File: src/rtl/alu8_pkg.sv
// Package: shared opcode encoding and flag bit positions for the byte ALU.
// Assumes every user of the ALU agrees on these codes; the core decodes them.
package alu8_pkg;

    localparam int BYTE_W = 8;
    localparam int OPC_W  = 5;
    localparam int FLG_W  = 4;

    // Flag vector bit positions
    localparam int FLG_C  = 0;
    localparam int FLG_AC = 1;
    localparam int FLG_Z  = 2;
    localparam int FLG_OV = 3;

    typedef enum logic [OPC_W-1:0] {
        OP_ADD  = 5'd0,
        OP_ADC  = 5'd1,
        OP_SUB  = 5'd2,
        OP_SBC  = 5'd3,
        OP_DAA  = 5'd4,
        OP_AND  = 5'd5,
        OP_OR   = 5'd6,
        OP_XOR  = 5'd7,
        OP_CPL  = 5'd8,
        OP_INC  = 5'd9,
        OP_DEC  = 5'd10,
        OP_RL   = 5'd11,
        OP_RR   = 5'd12,
        OP_RLC  = 5'd13,
        OP_RRC  = 5'd14,
        OP_SZ   = 5'd15,
        OP_SNZ  = 5'd16,
        OP_SIZ  = 5'd17,
        OP_SDZ  = 5'd18
    } alu_op_e;

endpackage

File: src/rtl/alu8_addsub.sv
// Module: two-stage nibble-split adder/subtractor.
// Computes a + b + cin, or a + ~b + cin when sub is high (two's complement
// subtract, carry out = no borrow). Reports the carry out of the lower half,
// the full carry out and signed overflow. Assumes W is even.
module alu8_addsub #(
    parameter int W = 8
) (
    input  logic [W-1:0] a,
    input  logic [W-1:0] b,
    input  logic         cin,
    input  logic         sub,
    output logic [W-1:0] sum,
    output logic         cout,
    output logic         half_cout,
    output logic         ovf
);
    localparam int H = W / 2;

    logic [W-1:0] b_eff;
    logic [H:0]   lo_sum;
    logic [W-H:0] hi_sum;

    // Invert the second operand for subtraction
    always_comb b_eff = sub ? ~b : b;

    // Lower half first, its carry feeds the upper half
    always_comb begin
        lo_sum = {1'b0, a[H-1:0]} + {1'b0, b_eff[H-1:0]} + {{H{1'b0}}, cin};
        hi_sum = {1'b0, a[W-1:H]} + {1'b0, b_eff[W-1:H]} + {{(W-H){1'b0}}, lo_sum[H]};
    end

    // Assemble outputs and derive overflow from operand and result signs
    always_comb begin
        sum       = {hi_sum[W-H-1:0], lo_sum[H-1:0]};
        cout      = hi_sum[W-H];
        half_cout = lo_sum[H];
        ovf       = (a[W-1] == b_eff[W-1]) && (sum[W-1] != a[W-1]);
    end

endmodule

File: src/rtl/alu8_decadj.sv
// Module: packed-BCD decimal adjust of one byte.
// Low step adds 06h when the low digit is above 9 or the half carry is set;
// high step adds 60h when the intermediate high digit is above 9, the low
// step carried out, or the carry is set. Assumes an 8-bit operand.
module alu8_decadj (
    input  logic [7:0] a,
    input  logic       c_in,
    input  logic       ac_in,
    output logic [7:0] res,
    output logic       c_out
);
    logic       lo_fix;
    logic       hi_fix;
    logic [8:0] mid;

    // Low digit correction
    always_comb begin
        lo_fix = (a[3:0] > 4'd9) || ac_in;
        mid    = {1'b0, a} + (lo_fix ? 9'h006 : 9'h000);
    end

    // High digit correction and carry
    always_comb begin
        hi_fix = (mid[7:4] > 4'd9) || mid[8] || c_in;
        res    = mid[7:0] + (hi_fix ? 8'h60 : 8'h00);
        c_out  = hi_fix;
    end

endmodule

File: src/rtl/alu8_bitops.sv
// Module: bitwise operations and rotates.
// Handles AND/OR/XOR/complement and the four rotates; carry out is the
// shifted-out bit for rotate-through-carry and the incoming carry otherwise.
// Assumes op is one of the package codes; others return a unchanged.
module alu8_bitops
    import alu8_pkg::*;
#(
    parameter int W = 8
) (
    input  logic [W-1:0] a,
    input  logic [W-1:0] b,
    input  alu_op_e      op,
    input  logic         c_in,
    output logic [W-1:0] res,
    output logic         c_out
);
    // Select the bitwise or rotate result
    always_comb begin
        res   = a;
        c_out = c_in;
        unique case (op)
            OP_AND: res = a & b;
            OP_OR:  res = a | b;
            OP_XOR: res = a ^ b;
            OP_CPL: res = ~a;
            OP_RL:  res = {a[W-2:0], a[W-1]};
            OP_RR:  res = {a[0], a[W-1:1]};
            OP_RLC: begin
                res   = {a[W-2:0], c_in};
                c_out = a[W-1];
            end
            OP_RRC: begin
                res   = {c_in, a[W-1:1]};
                c_out = a[0];
            end
            default: res = a;
        endcase
    end

endmodule

File: src/rtl/alu8_core.sv
// Module: byte ALU top. Decodes the operation, selects among the adder,
// decimal adjust and bit-operation units, builds the next flags and the
// skip decision, and registers all outputs (one cycle latency).
// Assumes synchronous active-low reset; flags not defined by an op pass through.
module alu8_core
    import alu8_pkg::*;
(
    input  logic              clk,
    input  logic              rst_n,
    input  logic [BYTE_W-1:0] op_a,
    input  logic [BYTE_W-1:0] op_b,
    input  logic [OPC_W-1:0]  op_code,
    input  logic [FLG_W-1:0]  flag_in,
    output logic [BYTE_W-1:0] result,
    output logic [FLG_W-1:0]  flag_out,
    output logic              skip
);
    alu_op_e           op;
    logic              is_sub;
    logic              add_cin;
    logic [BYTE_W-1:0] add_sum;
    logic              add_c;
    logic              add_ac;
    logic              add_ov;
    logic [BYTE_W-1:0] daa_res;
    logic              daa_c;
    logic [BYTE_W-1:0] bit_res;
    logic              bit_c;
    logic [BYTE_W-1:0] step_res;
    logic [BYTE_W-1:0] nxt_res;
    logic [FLG_W-1:0]  nxt_flg;
    logic              nxt_skip;

    // Decode the opcode and adder controls
    always_comb begin
        op      = alu_op_e'(op_code);
        is_sub  = (op == OP_SUB) || (op == OP_SBC);
        add_cin = (op == OP_SUB) ? 1'b1 :
                  ((op == OP_ADC) || (op == OP_SBC)) ? flag_in[FLG_C] : 1'b0;
    end

    alu8_addsub #(.W(BYTE_W)) u_add (
        .a         (op_a),
        .b         (op_b),
        .cin       (add_cin),
        .sub       (is_sub),
        .sum       (add_sum),
        .cout      (add_c),
        .half_cout (add_ac),
        .ovf       (add_ov)
    );

    alu8_decadj u_daa (
        .a     (op_a),
        .c_in  (flag_in[FLG_C]),
        .ac_in (flag_in[FLG_AC]),
        .res   (daa_res),
        .c_out (daa_c)
    );

    alu8_bitops #(.W(BYTE_W)) u_bit (
        .a     (op_a),
        .b     (op_b),
        .op    (op),
        .c_in  (flag_in[FLG_C]),
        .res   (bit_res),
        .c_out (bit_c)
    );

    // Step by one for increment/decrement and their skip variants
    always_comb
        step_res = op_a + (((op == OP_DEC) || (op == OP_SDZ)) ?
                           {BYTE_W{1'b1}} : {{(BYTE_W-1){1'b0}}, 1'b1});

    // Select the result, next flags and skip decision
    always_comb begin
        nxt_res  = op_a;
        nxt_flg  = flag_in;
        nxt_skip = 1'b0;
        case (op)
            OP_ADD, OP_ADC, OP_SUB, OP_SBC: begin
                nxt_res         = add_sum;
                nxt_flg[FLG_C]  = add_c;
                nxt_flg[FLG_AC] = add_ac;
                nxt_flg[FLG_OV] = add_ov;
                nxt_flg[FLG_Z]  = (add_sum == '0);
            end
            OP_DAA: begin
                nxt_res        = daa_res;
                nxt_flg[FLG_C] = daa_c;
                nxt_flg[FLG_Z] = (daa_res == '0);
            end
            OP_AND, OP_OR, OP_XOR, OP_CPL: begin
                nxt_res        = bit_res;
                nxt_flg[FLG_Z] = (bit_res == '0);
            end
            OP_INC, OP_DEC: begin
                nxt_res        = step_res;
                nxt_flg[FLG_Z] = (step_res == '0);
            end
            OP_RL, OP_RR: nxt_res = bit_res;
            OP_RLC, OP_RRC: begin
                nxt_res        = bit_res;
                nxt_flg[FLG_C] = bit_c;
            end
            OP_SZ:  nxt_skip = (op_a == '0);
            OP_SNZ: nxt_skip = (op_a != '0);
            OP_SIZ, OP_SDZ: begin
                nxt_res  = step_res;
                nxt_skip = (step_res == '0);
            end
            default: nxt_res = op_a;
        endcase
    end

    // Output register with synchronous active-low reset
    always_ff @(posedge clk) begin
        if (!rst_n) begin
            result   <= '0;
            flag_out <= '0;
            skip     <= 1'b0;
        end else begin
            result   <= nxt_res;
            flag_out <= nxt_flg;
            skip     <= nxt_skip;
        end
    end

endmodule

File: config.mk
export PLATFORM = sky130hd
export DESIGN_NAME = alu8_core
export DESIGN_NICKNAME = d
export VERILOG_FILES = /design/src/rtl/alu8_pkg.sv /design/src/rtl/alu8_addsub.sv /design/src/rtl/alu8_decadj.sv /design/src/rtl/alu8_bitops.sv /design/src/rtl/alu8_core.sv
export SDC_FILE = /design/constraint.sdc
export NUM_CORES = 1
export LEC_CHECK = 0
export ABC_AREA = 1
export BUFFER_PORTS_ARGS = -buffer_cell sky130_fd_sc_hd__buf_2
export CORE_MARGIN = 5
export CORE_UTILIZATION = 59
export DETAILED_ROUTE_END_ITERATION = 16
export PLACE_DENSITY = 0.82
export SLEW_MARGIN = 40
export SYNTH_ARGS = -nofsm -noshare
export SYNTH_HDL_FRONTEND = slang
export SYNTH_SLANG_ARGS = --single-unit
File: constraint.sdc
create_clock -name clk -period 5.45 [get_ports clk]
set_input_delay 0.2725 -clock clk [delete_from_list [all_inputs] [get_ports clk]]
set_output_delay 0.2725 -clock clk [all_outputs]
set_load 0.01 [all_outputs]
# ---- Word-level counts from Yosys, hierarchy flattened
# Cells that the tools add are included.
dict set report word_totals {
  wordCells 72
  out_inout_bits 13
  input_bits 27
  reg_bits 13
}
dict set report classes {
  order_cmp 2
  mux 14
  bitwise 5
  eq_ne 20
  reduce_logical 21
  addsub 7
}
# op n
set ops {}
lappend ops {{case mux 8 bit (8 select lines)} 1}
lappend ops {{equality test 5 x 4 -> 1 bit, second input constant} 8}
lappend ops {{logical NOT 8 bit} 5}
lappend ops {{case mux 8 bit (4 select lines)} 1}
lappend ops {{equality test 5 x 3 -> 1 bit, second input constant} 4}
lappend ops {{adder 8 bit} 2}
lappend ops {{two-way mux 8 bit} 2}
lappend ops {{NOT 8 bit} 2}
lappend ops {{equality test 5 bit, second input constant} 3}
lappend ops {{OR reduction 4 bit} 3}
lappend ops {{adder 4 x 4 -> 5 bit} 2}
lappend ops {{adder 5 x 1 -> 5 bit} 2}
lappend ops {{equality test 5 x 2 -> 1 bit, second input constant} 2}
lappend ops {{adder 8 x 9 -> 9 bit} 1}
lappend ops {{bitwise AND 8 bit} 1}
lappend ops {{greater-than comparator 4 bit, second input constant} 2}
lappend ops {{OR 8 bit} 1}
lappend ops {{nonzero test 8 bit} 1}
lappend ops {{OR reduction 8 bit} 1}
lappend ops {{bitwise XOR 8 bit} 1}
lappend ops {{two-way mux 7 bit} 1}
lappend ops {{logical OR 1 bit} 6}
lappend ops {{case mux 1 bit (3 select lines)} 2}
lappend ops {{OR reduction 2 bit} 3}
lappend ops {{9 further kinds} 12}

# ---- Depth between registers and ports, before layout
dict set report depth {
  ltp_word 11
  depth_mapped 26
  depth_no_buf 26
}

# ---- By module
# A second synthesis with hierarchy kept.
dict set report hier_totals {
  cells_unflattened 518
  hier_area_um2 3060.4
}
# module instances seq_area_each_um2 cells_per_inst area_each_um2
set by_module_without_submodules {}
lappend by_module_without_submodules {alu8_core 1 260.2 259 1475.2}
lappend by_module_without_submodules {alu8_bitops 1 0.0 165 890.9}
lappend by_module_without_submodules {alu8_addsub 1 0.0 52 410.4}
lappend by_module_without_submodules {alu8_decadj 1 0.0 42 284.0}

# ---- Worst setup path after synthesis
# No wires, ideal clock.
dict set report synth_timing {
  path_kind {input port to flip-flop}
  startpoint {input op_code[2]}
  endpoint {register flag_out[2]}
  setup_slack_ps 1594
  setup_time_ps 56
  arrival_ps 3801
  cell_stages 21
  required_time_ps 5394
  path_buffers 2
  cell_sequence {buf_2 > nor2_2 > inv_1 > nor2_1 > buf_2 > nand2_2 > xor2_1 > fa_1 > fa_1 > a21oi_1 > o21bai_1 > fa_1 > fa_1 > xor2_1 > nor3_1 > nand3_1 > nand2_1 > nor2_1 > nand3_1 > nand2_1 > inv_1}
}
dict set report synth_between {
  elab_chain_cells 8
  elab_cells_between_ends 36
  classes_between {add/sub (5); eq/ne (15); mux (6); reduce/logical (10)}
}
# item line
set synth_rtl {}
lappend synth_rtl {{from (decl)} alu8_core.sv:12} ;# input logic [OPC_W-1:0] op_code,
lappend synth_rtl {{equality test 5 x 2 -> 1 bit, or another cell as far along} {alu8_core.sv:37, alu8_core.sv:38, alu8_core.sv:80}}
lappend synth_rtl {{logical OR 1 bit, on equally long branches} {alu8_core.sv:37, alu8_core.sv:39}}
lappend synth_rtl {{two-way mux 8 bit / two-way mux 1 bit (equally long branches)} {alu8_addsub.sv:24, alu8_core.sv:39}}
lappend synth_rtl {{adder 4 x 4 -> 5 bit / two-way mux 1 bit (equally long branches)} {alu8_addsub.sv:28, alu8_core.sv:38}}
lappend synth_rtl {{adder 5 x 1 -> 5 bit} alu8_addsub.sv:28} ;# lo_sum = {1'b0, a[H-1:0]} + {1'b0, b_eff[H-1:0]} + {{H{1'b0}}, cin};
lappend synth_rtl {{adder 5 x 1 -> 5 bit} alu8_addsub.sv:29} ;# hi_sum = {1'b0, a[W-1:H]} + {1'b0, b_eff[W-1:H]} + {{(W-H){1'b0}}, lo_sum[H]};
lappend synth_rtl {{logical NOT 8 bit} alu8_core.sv:86} ;# nxt_flg[FLG_Z] = (add_sum == '0);
lappend synth_rtl {{case mux 1 bit (4 select lines) *} alu8_core.sv:80} ;# case (op)
lappend synth_rtl {{to (signal assigned)} alu8_core.sv:124} ;# flag_out <= nxt_flg;
lappend synth_rtl {{to (decl)} alu8_core.sv:15} ;# output logic [FLG_W-1:0] flag_out,
# Every way passes the cells marked *; elsewhere a longest branch is shown, timed or not.
# A chain may end at the register's enable or synchronous reset.

# ---- Final worst setup path
# Ends and elaborated chain as after synthesis.

==> flow_summary.toml <==
[setup_path]
setup.worst_path.start = "op_code[2]"
startpoint_type = "primary input"
crit_end = "flag_out[2]"
critPathCaptureType = "flip-flop"
arrival_ns = 4.08
required_ns = 5.65
critPathKind = "in2reg"
crit_fanout = 12

[logic_synthesis]
synth_common_cells = "nand2_1, inv_1, nor2_1"
syn_area_sq_mm = 0.00257
async_flop_share_pct = 0
ys_seq_elements = 13
ys_top_cells_by_area = "nand2_1, ha_1, dfxtp_1"
ys_warn_count = 0
synth.most_common_cell = "nand2_1"
synth_top_area_share_pct = 16.0
synth_cells = 426
synth.avg_cell_area_sq_um = 6.04
synth_edf_count = 0
yosysSeqAreaShare_pct = 10.1
yosysTopAreaCell = "nand2_1"
synth_flop_cell = "dfxtp_1"
synth_cell_types = 35
syn_nets = 492

[sta]
tns_ns = 0
tightest_slew_ns = 0.538
slew_headroom_pct = 64.0
slew_viol_final = 0
finalWorstSetupSlack_ns = 1.57
final.period_utilization_pct = 71.2
rsz0062_at_grt = "false"
finalSetupViolCount = 0
hold_violations = 0
fin_crit_ns = 3.88
max_freq_mhz = 258

[finish]
drive_above_1_share_pct = 14.3
instances_no_fill = 514
nets = 529
syn_to_final_growth_pct = 10.5
n_antenna_cell = 0

[drt]
drc_errors = 0
dr.pass1.iters = 6
detailedRoute.firstIterationViolations = 315
routed_wirelength_um = 7940
wl_per_cell_um = 15.5
ant_nets = 0
num_vias = 2932
vias_per_cell = 5.70

[placement]
io_buffers = 39
pre_cts_slack_ns = 1.41
place_inst = 510
dpl.hpwl_um = 6570
place_congestion = 0.980

[global_route]
track_usage_pct = 26.8
grt_max_degree = 14
grt_overflow = 0
antenna_found_initial = 0
grt_pass1_wl_um = 12900
grt_pass1_vias = 2612

[flow_run]
cap_violations = 0

[floorplan]
initial_core_util_pct = 60.0
die_area_sq_mm = 0.00579
die_y_um = 76.1
placement_rows = 24
die_width_um = 76.1
io_pins = 40
coreArea_sq_mm = 0.00429

[clocking]
cts_resized = 0
root_buffer = "clkbuf_8"
cts.path.max_buffers = 2
clk_pin_slew_ns = 0.06
cts_sinks = 13
cts_tree = "built"
post_cts_buffers = 0
numCtsBuffers = 3
cts_hold_buf = 0
htree_num_levels = 1

[pwr]
power.density_mw_per_mm2 = 144
power_switching_uw = 177
combPwrFrac_pct = 52.8
seqPwrFrac_pct = 25.9
clockPowerShare_pct = 21.3
total_power_uw = 410
internal_power_uw = 233
cellLeakagePower_nw = 1.58
ir_worst_vdd_mv = 0.0867
p_sw_share_pct = 43.1

[hold_path]
whs_path_depth = 5
worstHoldPathType = "in2reg"

[status]
status = "finished clean"
[registers in the layout, summed over array words and instances, names as in the netlist]
signal and count:
result 8, flag_out 4, skip 1
[power groups by stage]
stage / Combinational, mW / Sequential [mW] / Clock [mW]
2_1_floorplan: 0.139 / 0.114 / 0
3_3_place_gp: 0.210 / 0.108 / 0
3_5_place_dp: 0.212 / 0.108 / 0
4_1_cts: 0.212 / 0.106 / 0.0852
5_1_grt: 0.241 / 0.107 / 0.0914
6_report: 0.216 / 0.106 / 0.0872
[cells in the final DEF (no fill, tap or decap)]
master,count
o21ai_0,12
nand4_1,16
o21bai_1,1
nand4_4,1
clkbuf_8,3
nand2_2,4
ha_1,32
or2_2,2
a31oi_1,5
buf_2,39
nor3_1,3
fa_1,7
a41oi_1,2
o211ai_1,2
nor4_1,1
o211a_1,1
inv_2,6
xnor2_1,5
a21oi_2,1
dfxtp_1,13
xor2_1,14
nor2_4,2
nand2_1,110
o22ai_1,1
o21ai_1,1
nand3_1,36
a21oi_1,17
o21ai_2,1
inv_1,68
o31ai_1,1
nand3b_1,1
buf_4,1
nor2_2,6
clkbuf_1,1
a22oi_1,3
nor2_1,43
[cell type report]
type	count	area, sq um
Multi-Input combinational cell	331	1990
Fill cell	447	1450
Inverter	74	278
Sequential cell	13	260
Timing Repair Buffer	40	203
Tap cell	52	65.1
Clock buffer	4	45.0
[worst min-delay path by stage]
stage	end	start	slack, ns
floorplan	result[4]	rst_n	0.40
global placement	flag_out[2]	flag_in[2]	0.58
detailed placement	flag_out[2]	flag_in[2]	0.58
CTS	flag_out[1]	flag_in[1]	0.34
global route	flag_out[2]	flag_in[2]	0.35
finish	flag_out[2]	flag_in[2]	0.34
[metal layers]
| layer | wire [um] | vias up | share of wire, % | GRT usage [%] |
|---|---|---|---|---|
| met3 | 798 | 15 | 10 | 2.84 |
| li1 | - | 1446 | - | - |
| met5 | 0 | - | 0 | 0 |
| met2 | 3590 | 151 | 45 | 44.2 |
| met1 | 3370 | 1320 | 42 | 37.0 |
| met4 | 181 | 0 | 2.3 | 7.34 |
[logic make-up (layout without fill, tap and decap cells)]
logic type	Yosys count	in the layout	synth area share [%]
AND/OR/NAND/NOR	225	225	38.9
buffers and inverters	82	118	12.4
adder cells (fa/ha/maj)	39	39	21.0
XOR/XNOR	19	19	6.46
flip-flops	13	13	10.1
AO/OA/AOI/OAI	48	48	11.1
[worst max-delay path: stages]
cell	delay (ns)
buf_2	0.17
nor2_2	0.16
inv_1	0.06
nor2_1	0.09
buf_4	0.20
nand2_2	0.18
xor2_1	0.21
fa_1	0.44
fa_1	0.42
a21oi_1	0.14
o21bai_1	0.10
fa_1	0.42
fa_1	0.43
xor2_1	0.19
nor3_1	0.20
nand3_1	0.11
nand2_1	0.08
nor2_1	0.04
nand3_1	0.07
nand2_1	0.05
inv_1	0.04
[metrics by stage]
stage                     hold slack, ns  utilization (%)  cell area (sq um)
after floorplan                    0.397                -               2570
after global placement             0.580             65.2               2800
after detailed placement           0.583             65.2               2800
after CTS                          0.340             66.3               2850
after global routing               0.353             66.3               2850
final                              0.335             66.3               2850
Note: power is estimated with default switching activity, not from simulation.
